**src/rtl/ctp_pkg.sv**
```systemverilog
package ctp_pkg;
  typedef enum logic [1:0] {
    CORE_TIMER = 2'b00,
    CORE_GATED = 2'b01,
    CORE_COUNT = 2'b10
  } core_mode_e;

  localparam logic [2:0] AUX_COUNT  = 3'b001;
  localparam logic [2:0] AUX_RELOAD = 3'b100;

  // Event select: x01/x10/x11 on pin (msb 0) or latch (msb 1)
  function automatic logic edge_hit(input logic [2:0] sel,
                                    input logic pin_now, input logic pin_old,
                                    input logic tgl_now, input logic tgl_old);
    logic now_v, old_v;
    now_v = sel[2] ? tgl_now : pin_now;
    old_v = sel[2] ? tgl_old : pin_old;
    unique case (sel[1:0])
      2'b01:   edge_hit = now_v & ~old_v;
      2'b10:   edge_hit = ~now_v & old_v;
      2'b11:   edge_hit = now_v ^ old_v;
      default: edge_hit = 1'b0;
    endcase
  endfunction
endpackage

```
**src/rtl/ctp_trig.sv**
```systemverilog
module ctp_trig (
  input  logic       clk,
  input  logic       rst,
  input  logic       pin,
  input  logic       tgl,
  input  logic [2:0] sel,
  output logic       hit
);
  import ctp_pkg::*;

  logic pin_s1, pin_s2, pin_d, tgl_d;

  always_ff @(posedge clk) begin
    if (rst) begin
      pin_s1 <= 1'b0;
      pin_s2 <= 1'b0;
      pin_d  <= 1'b0;
      tgl_d  <= 1'b0;
    end else begin
      pin_s1 <= pin;
      pin_s2 <= pin_s1;
      pin_d  <= pin_s2;
      tgl_d  <= tgl;
    end
  end

  assign hit = edge_hit(sel, pin_s2, pin_d, tgl, tgl_d);
endmodule

```
**src/rtl/ctp_counter.sv**
```systemverilog
module ctp_counter #(
  parameter int W = 16
) (
  input  logic         clk,
  input  logic         rst,
  input  logic         ld,
  input  logic [W-1:0] ld_val,
  input  logic         step,
  input  logic         dn,
  output logic [W-1:0] cnt,
  output logic         wrap
);
  localparam logic [W-1:0] MAXV = {W{1'b1}};
  localparam logic [W-1:0] ONE  = {{(W-1){1'b0}}, 1'b1};

  assign wrap = step && !ld && (dn ? (cnt == '0) : (cnt == MAXV));

  always_ff @(posedge clk) begin
    if (rst)       cnt <= '0;
    else if (ld)   cnt <= ld_val;
    else if (step) cnt <= dn ? cnt - ONE : cnt + ONE;
  end
endmodule

```
**src/rtl/chained_timer_pair.sv**
```systemverilog
module chained_timer_pair #(
  parameter int W = 16
) (
  input  logic         clk,
  input  logic         rst,
  input  logic         prescale_en,
  input  logic         gate_in,
  input  logic         core_pin,
  input  logic         aux_pin,
  input  logic [1:0]   core_mode,
  input  logic         core_run,
  input  logic         core_dn,
  input  logic [1:0]   core_edge,
  input  logic [2:0]   aux_mode,
  input  logic         aux_run,
  input  logic         aux_dn,
  input  logic [2:0]   aux_sel,
  input  logic         ld_core,
  input  logic         ld_aux,
  input  logic [W-1:0] ld_value,
  output logic [W-1:0] core_cnt,
  output logic [W-1:0] aux_cnt,
  output logic         tgl_out
);
  import ctp_pkg::*;

  localparam int NTRIG = 2;  // 0: core pin, 1: aux pin / latch

  logic [NTRIG-1:0] trig_pin, trig_tgl, trig_hit;
  logic [2:0]       trig_sel [NTRIG];

  assign trig_pin = {aux_pin, core_pin};
  assign trig_tgl = {tgl_out, 1'b0};
  assign trig_sel[0] = {1'b0, core_edge};
  assign trig_sel[1] = aux_sel;

  for (genvar i = 0; i < NTRIG; i++) begin : g_trig
    ctp_trig u_trig (
      .clk (clk),
      .rst (rst),
      .pin (trig_pin[i]),
      .tgl (trig_tgl[i]),
      .sel (trig_sel[i]),
      .hit (trig_hit[i])
    );
  end

  logic core_step, core_ld, core_wrap, reload;
  logic aux_step, aux_wrap;
  logic [W-1:0] core_ld_val;

  always_comb begin
    core_step = 1'b0;
    if (core_run) begin
      unique case (core_mode_e'(core_mode))
        CORE_TIMER: core_step = prescale_en;
        CORE_GATED: core_step = prescale_en & gate_in;
        CORE_COUNT: core_step = trig_hit[0];
        default:    core_step = 1'b0;
      endcase
    end
  end

  assign reload      = (aux_mode == AUX_RELOAD) && trig_hit[1];
  assign core_ld     = ld_core || reload;
  assign core_ld_val = ld_core ? ld_value : aux_cnt;
  assign aux_step    = (aux_mode == AUX_COUNT) && aux_run && trig_hit[1];

  ctp_counter #(.W(W)) u_core (
    .clk (clk), .rst (rst), .ld (core_ld), .ld_val (core_ld_val),
    .step (core_step), .dn (core_dn), .cnt (core_cnt), .wrap (core_wrap)
  );

  ctp_counter #(.W(W)) u_aux (
    .clk (clk), .rst (rst), .ld (ld_aux), .ld_val (ld_value),
    .step (aux_step), .dn (aux_dn), .cnt (aux_cnt), .wrap (aux_wrap)
  );

  always_ff @(posedge clk) begin
    if (rst)            tgl_out <= 1'b0;
    else if (core_wrap) tgl_out <= ~tgl_out;
  end

  logic unused_ok;
  assign unused_ok = aux_wrap;
endmodule

```
**config.mk**
```make
export PLATFORM = sky130hd
export DESIGN_NAME = chained_timer_pair
export DESIGN_NICKNAME = d
export VERILOG_FILES = /design/src/rtl/ctp_pkg.sv /design/src/rtl/ctp_trig.sv /design/src/rtl/ctp_counter.sv /design/src/rtl/chained_timer_pair.sv
export SDC_FILE = /design/constraint.sdc
export NUM_CORES = 1
export LEC_CHECK = 0
export BUFFER_PORTS_ARGS = -buffer_cell sky130_fd_sc_hd__buf_4
export CAP_MARGIN = 20
export CORE_MARGIN = 4
export CORE_UTILIZATION = 45
export DETAILED_ROUTE_END_ITERATION = 6
export PLACE_DENSITY = 0.67
export SLEW_MARGIN = 30
export SYNTH_ARGS = -nofsm -noshare
export SYNTH_HDL_FRONTEND = slang
export SYNTH_HIERARCHICAL = 1
export SYNTH_SLANG_ARGS = --single-unit
```
**constraint.sdc**
```tcl
create_clock -name clk -period 8.2 [get_ports clk]
set_clock_uncertainty 0.15 [all_clocks]
set_input_delay 1.23 -clock clk [delete_from_list [all_inputs] [get_ports clk]]
set_output_delay 1.23 -clock clk [all_outputs]
set_load 0.02 [all_outputs]
```
---- Word level (Yosys, flattened, before mapping) ----
Index checks and enable logic that the tools add are counted.
operators by class
  add/subtract/negate cells ............... 4
  equality and inequality tests ........... 11
  multiplexer cells ....................... 14
  bitwise operators ....................... 12
  reduce and logical (&&, ||, !) cells .... 11
operator list
  kind                   number
  $mux 16                7
  $add 16x1->16 const B  2
  $sub 16x1->16 const B  2
  $eq 16x16->1 const B   1
  $logic_not 16->1       1
  $eq 2x2->1 const B     5
  $pmux 1 s3             3
  $eq 2x1->1 const B     3
  $and 1x1->1            5
  $logic_and 1x1->1      5
  $not 1->1              5
  $mux 1                 4
  $reduce_bool 2->1      2
  $eq 3x1->1 const B     1
  $eq 3x3->1 const B     1
  $logic_not 2->1        1
  $xor 1x1->1            2
  $logic_not 1->1        1
  $logic_or 1x1->1       1
word-level totals
  flip-flop bits (word level) ............. 40
  input port bits ......................... 38

---- Logic depth before layout (Yosys ltp) ----
  depth after elaboration ................. 9
  depth in mapped cells ................... 15
  gate-level depth less buffers ........... 14

---- By module ----
Netlist, hierarchy kept.
by module, submodules not included
  module                 times used  cells each  area an instance (um^2)  seq. area each (um^2)
  ctp_counter at u_aux   1           209         1604.0                   320.3
  ctp_counter at u_core  1           192         1532.7                   320.3
  ctp_trig               2           19          183.9                    80.1
  chained_timer_pair     1           31          337.8                    20.0

---- Worst setup path after synthesis ----
OpenSTA, ideal clock, no wires.
  kind .................................... input -> register
  start point ............................. input aux_sel[2]
  end point ............................... register u_aux.cnt[10]
  library setup time ...................... 0.062 ns
  data arrival time ....................... 3.483 ns
  data required time ...................... 7.988 ns
  path slack .............................. 4.505 ns
  cell stages on the path ................. 14
  path buffers ............................ 1
  cells stage by stage .................... mux2i_1 > inv_1 > ha_1 > nor2b_1 > o21ai_1 > o21ai_1 > nor2b_1 > nand3_1 > nor2_1 > inv_1 > or3_4 > buf_6 > or4_1 > nand3_1
on the way
  longest elaborated chain between the ends .. 6
RTL lines
  element                               RTL line                      source
  from (decl)                           chained_timer_pair.sv:17      input logic [2:0] aux_sel,
  $mux 1 (on tied branches)             ctp_pkg.sv:16, ctp_pkg.sv:17
  $not 1->1 (on tied branches)          ctp_pkg.sv:20, ctp_pkg.sv:19
  $and 1x1->1 (on tied branches)        ctp_pkg.sv:20, ctp_pkg.sv:19
  $pmux 1 s3 *                          ctp_pkg.sv:18                 unique case (sel[1:0])
  via trig_hit[1]                       chained_timer_pair.sv:29      logic [NTRIG-1:0] trig_pin, trig_tgl, trig_hit;
  $logic_and 1x1->1 *                   chained_timer_pair.sv:67      assign aux_step = (aux_mode == AUX_COUNT) && aux_run && trig_hit[1];
  via aux_step                          chained_timer_pair.sv:49      logic aux_step, aux_wrap;
  $reduce_bool 2->1 (no source line) *  -
  to (signal assigned)                  ctp_counter.sv:20             else if (ld) cnt <= ld_val;
  to (signal assigned)                  ctp_counter.sv:21             else if (step) cnt <= dn ? cnt - ONE : cnt + ONE;
  to (decl)                             ctp_counter.sv:10             output logic [W-1:0] cnt,
Mark *: on every way through the listed nets, which the timed path passes. The rest lies on a longest branch.
A chain may end at the register's enable or synchronous reset.

---- Worst setup path after layout ----
  start point ............................. input aux_sel[2]
  end point ............................... register u_aux.cnt[11]
Same word-level chain as after synthesis.

==> metrics.csv <==
metric,value,unit
Die Area,9880,um2
Setup Buffers After CTS,0,
synthesized netlist cell count,457,
critical path class,primary input to flop,
VDD IR max,0.0870,mV
Synth-to-Final Area Change,17.1,%
Max clock buf depth,2,
r2r setup slk,5.09,ns
port buffer count,70,
Fmax achieved,263,MHz
fin nets,587,
most frequent cells in the layout,"72 x buf_4, 52 x a21oi_1, 41 x dfxtp_1",
layout cell share with drive strength beyond 1,21.3,%
r2r endpoint,u_aux/cnt[11]$_SDFFE_PP0P_,
IO Count,71,
Routed wire per std cell,16.4,um
1st-pass router iterations,4,
fin cells,621,
DIE HEIGHT,99.4,um
cts hold-fix bufs,0,
first-pass GRT wire length,16900,um
PnR worst setup slack,4.39,ns
Residual DRC,0,
Worst Setup SP,aux_sel[2],
Fin. Hold Viols,0,
crit path to,u_aux/cnt[11]$_SDFFE_PP0P_,
final setup violation count,0,
crit path time final,3.81,ns
Critical Path RT,8.29,ns
number of global-route vias before repair,3437,
Vias/cell,5.86,
synthesized area per cell,8.23,um2
Final ANT Viol Nets,0,
area of the mapped netlist,3760,um2
Critical Path Fanout Max,21,
Total GRT Usage,20.7,%
number of CTS-inserted buffers,5,
gr ovfl total,0,
most common library cell in the layout ignoring fill and taps,buf_4,
HPWL after DPL,7870,um
Max-Cap Viols,0,
Slew HR,58.0,%
endpoint class of the critical path,flop,
RR Startpoint,tgl_out$_SDFFE_PP0P_,
R2R cell count,15,
fin. max-slew vios,0,
clock latency on the worst-skew pair,0.30,ns
placed instance count,613,
Core Area,8180,um2
Resize count post-CTS,0,
Die X,99.4,um
H-tree Lvls,2,
register area,821,um2
HP Class,flop to flop,
DP Worst Slack,4.10,ns
diode count,0,
Fillers,790,
DRT iter0 DRCs,137,
Sink Count,41,
largest net degree at the start of global routing,46,
via count,3639,
clock root buffer,clkbuf_8,
Final GP Congestion,0.936,
Worst setup SP type,primary input,
Cell Rows,33,
initial antenna violation count,0,
arrival time worst endpoint,3.90,ns
setup TNS,0,ns
LEAKAGE,2.04,nW
slew at the pin closest to its max-slew limit,0.629,ns
status,completed,
YS warnings,6,
clock transition at the registers of the reported paths,0.09,ns
RSZ-0062 raised after global routing,false,
CTS tree,yes,
multi-input combinational cell area,2740,um2
final period utilization,46.5,%
PwrDens,133,nW/um2
Initial Utilization,46.0,%
detailed-route wire length,10200,um
how the worst min path moves through the flow:
stage / from / to / cells past startpoint
4_1_cts: g_trig[1].u_trig/pin_s1$_SDFF_PP0_ / g_trig[1].u_trig/pin_s2$_SDFF_PP0_ / 1
2_1_floorplan: g_trig[0].u_trig/pin_s1$_SDFF_PP0_ / g_trig[0].u_trig/pin_s2$_SDFF_PP0_ / 1
6_report: g_trig[1].u_trig/pin_s1$_SDFF_PP0_ / g_trig[1].u_trig/pin_s2$_SDFF_PP0_ / 1
5_1_grt: g_trig[1].u_trig/pin_s1$_SDFF_PP0_ / g_trig[1].u_trig/pin_s2$_SDFF_PP0_ / 1
3_5_place_dp: g_trig[0].u_trig/pin_s1$_SDFF_PP0_ / g_trig[0].u_trig/pin_s2$_SDFF_PP0_ / 1
3_3_place_gp: g_trig[0].u_trig/pin_s1$_SDFF_PP0_ / g_trig[0].u_trig/pin_s2$_SDFF_PP0_ / 1
registers in the layout (all words and copies together), names as in the netlist:
signal                flops
u_aux/cnt                16
g_trig.u_trig/pin_s1      2
g_trig.u_trig/tgl_d       2
u_core/cnt               16
g_trig.u_trig/pin_d       2
tgl_out                   1
g_trig.u_trig/pin_s2      2
critical path, stage by stage:
cell,delay [ns]
buf_4,0.10
mux2i_1,0.22
inv_1,0.07
ha_1,0.27
nor2b_1,0.10
o21ai_1,0.07
o21ai_1,0.06
nor2b_1,0.20
nand3_1,0.09
nor2_1,0.09
buf_4,0.24
inv_1,0.10
or3_4,0.44
or3_1,0.35
mux2i_1,0.14
a211o_1,0.12
layout make-up:
type,count,share of cell area (%)
multi-input cells,375,62.2
flip-flops and latches,41,18.6
repair buffers,72,12.3
well taps,105,2.98
clock buffers,6,1.88
inverters,20,1.71
clock inverters,2,0.313
routing by layer:
| layer | track usage, % | up-vias | wire (um) |
|---|---|---|---|
| li1 | - | 1834 | - |
| met4 | 6.83 | 0 | 245 |
| met5 | 0 | - | 0 |
| met3 | 2.59 | 19 | 460 |
| met1 | 28.8 | 1692 | 4820 |
| met2 | 33.4 | 94 | 4640 |
through the flow:
step                      power, mW  utilization [%]  area (um2)  hold slack (ns)
final                         0.583             53.9        4400            0.300
after global placement        0.441             52.7        4310            0.266
after detailed placement      0.444             52.7        4310            0.286
after floorplan               0.379                -        3770            0.264
after global routing          0.619             53.9        4400            0.315
after CTS                     0.585             53.9        4400            0.299
where the power goes:
group | leakage (nW) | switching [mW] | internal (mW)
clock network | 0.0512 | 0.0731 | 0.0683
registers | 0.338 | 0.0162 | 0.211
logic | 1.65 | 0.118 | 0.0970
total | 2.04 | 0.207 | 0.376
(Power assumes the default switching activity.)
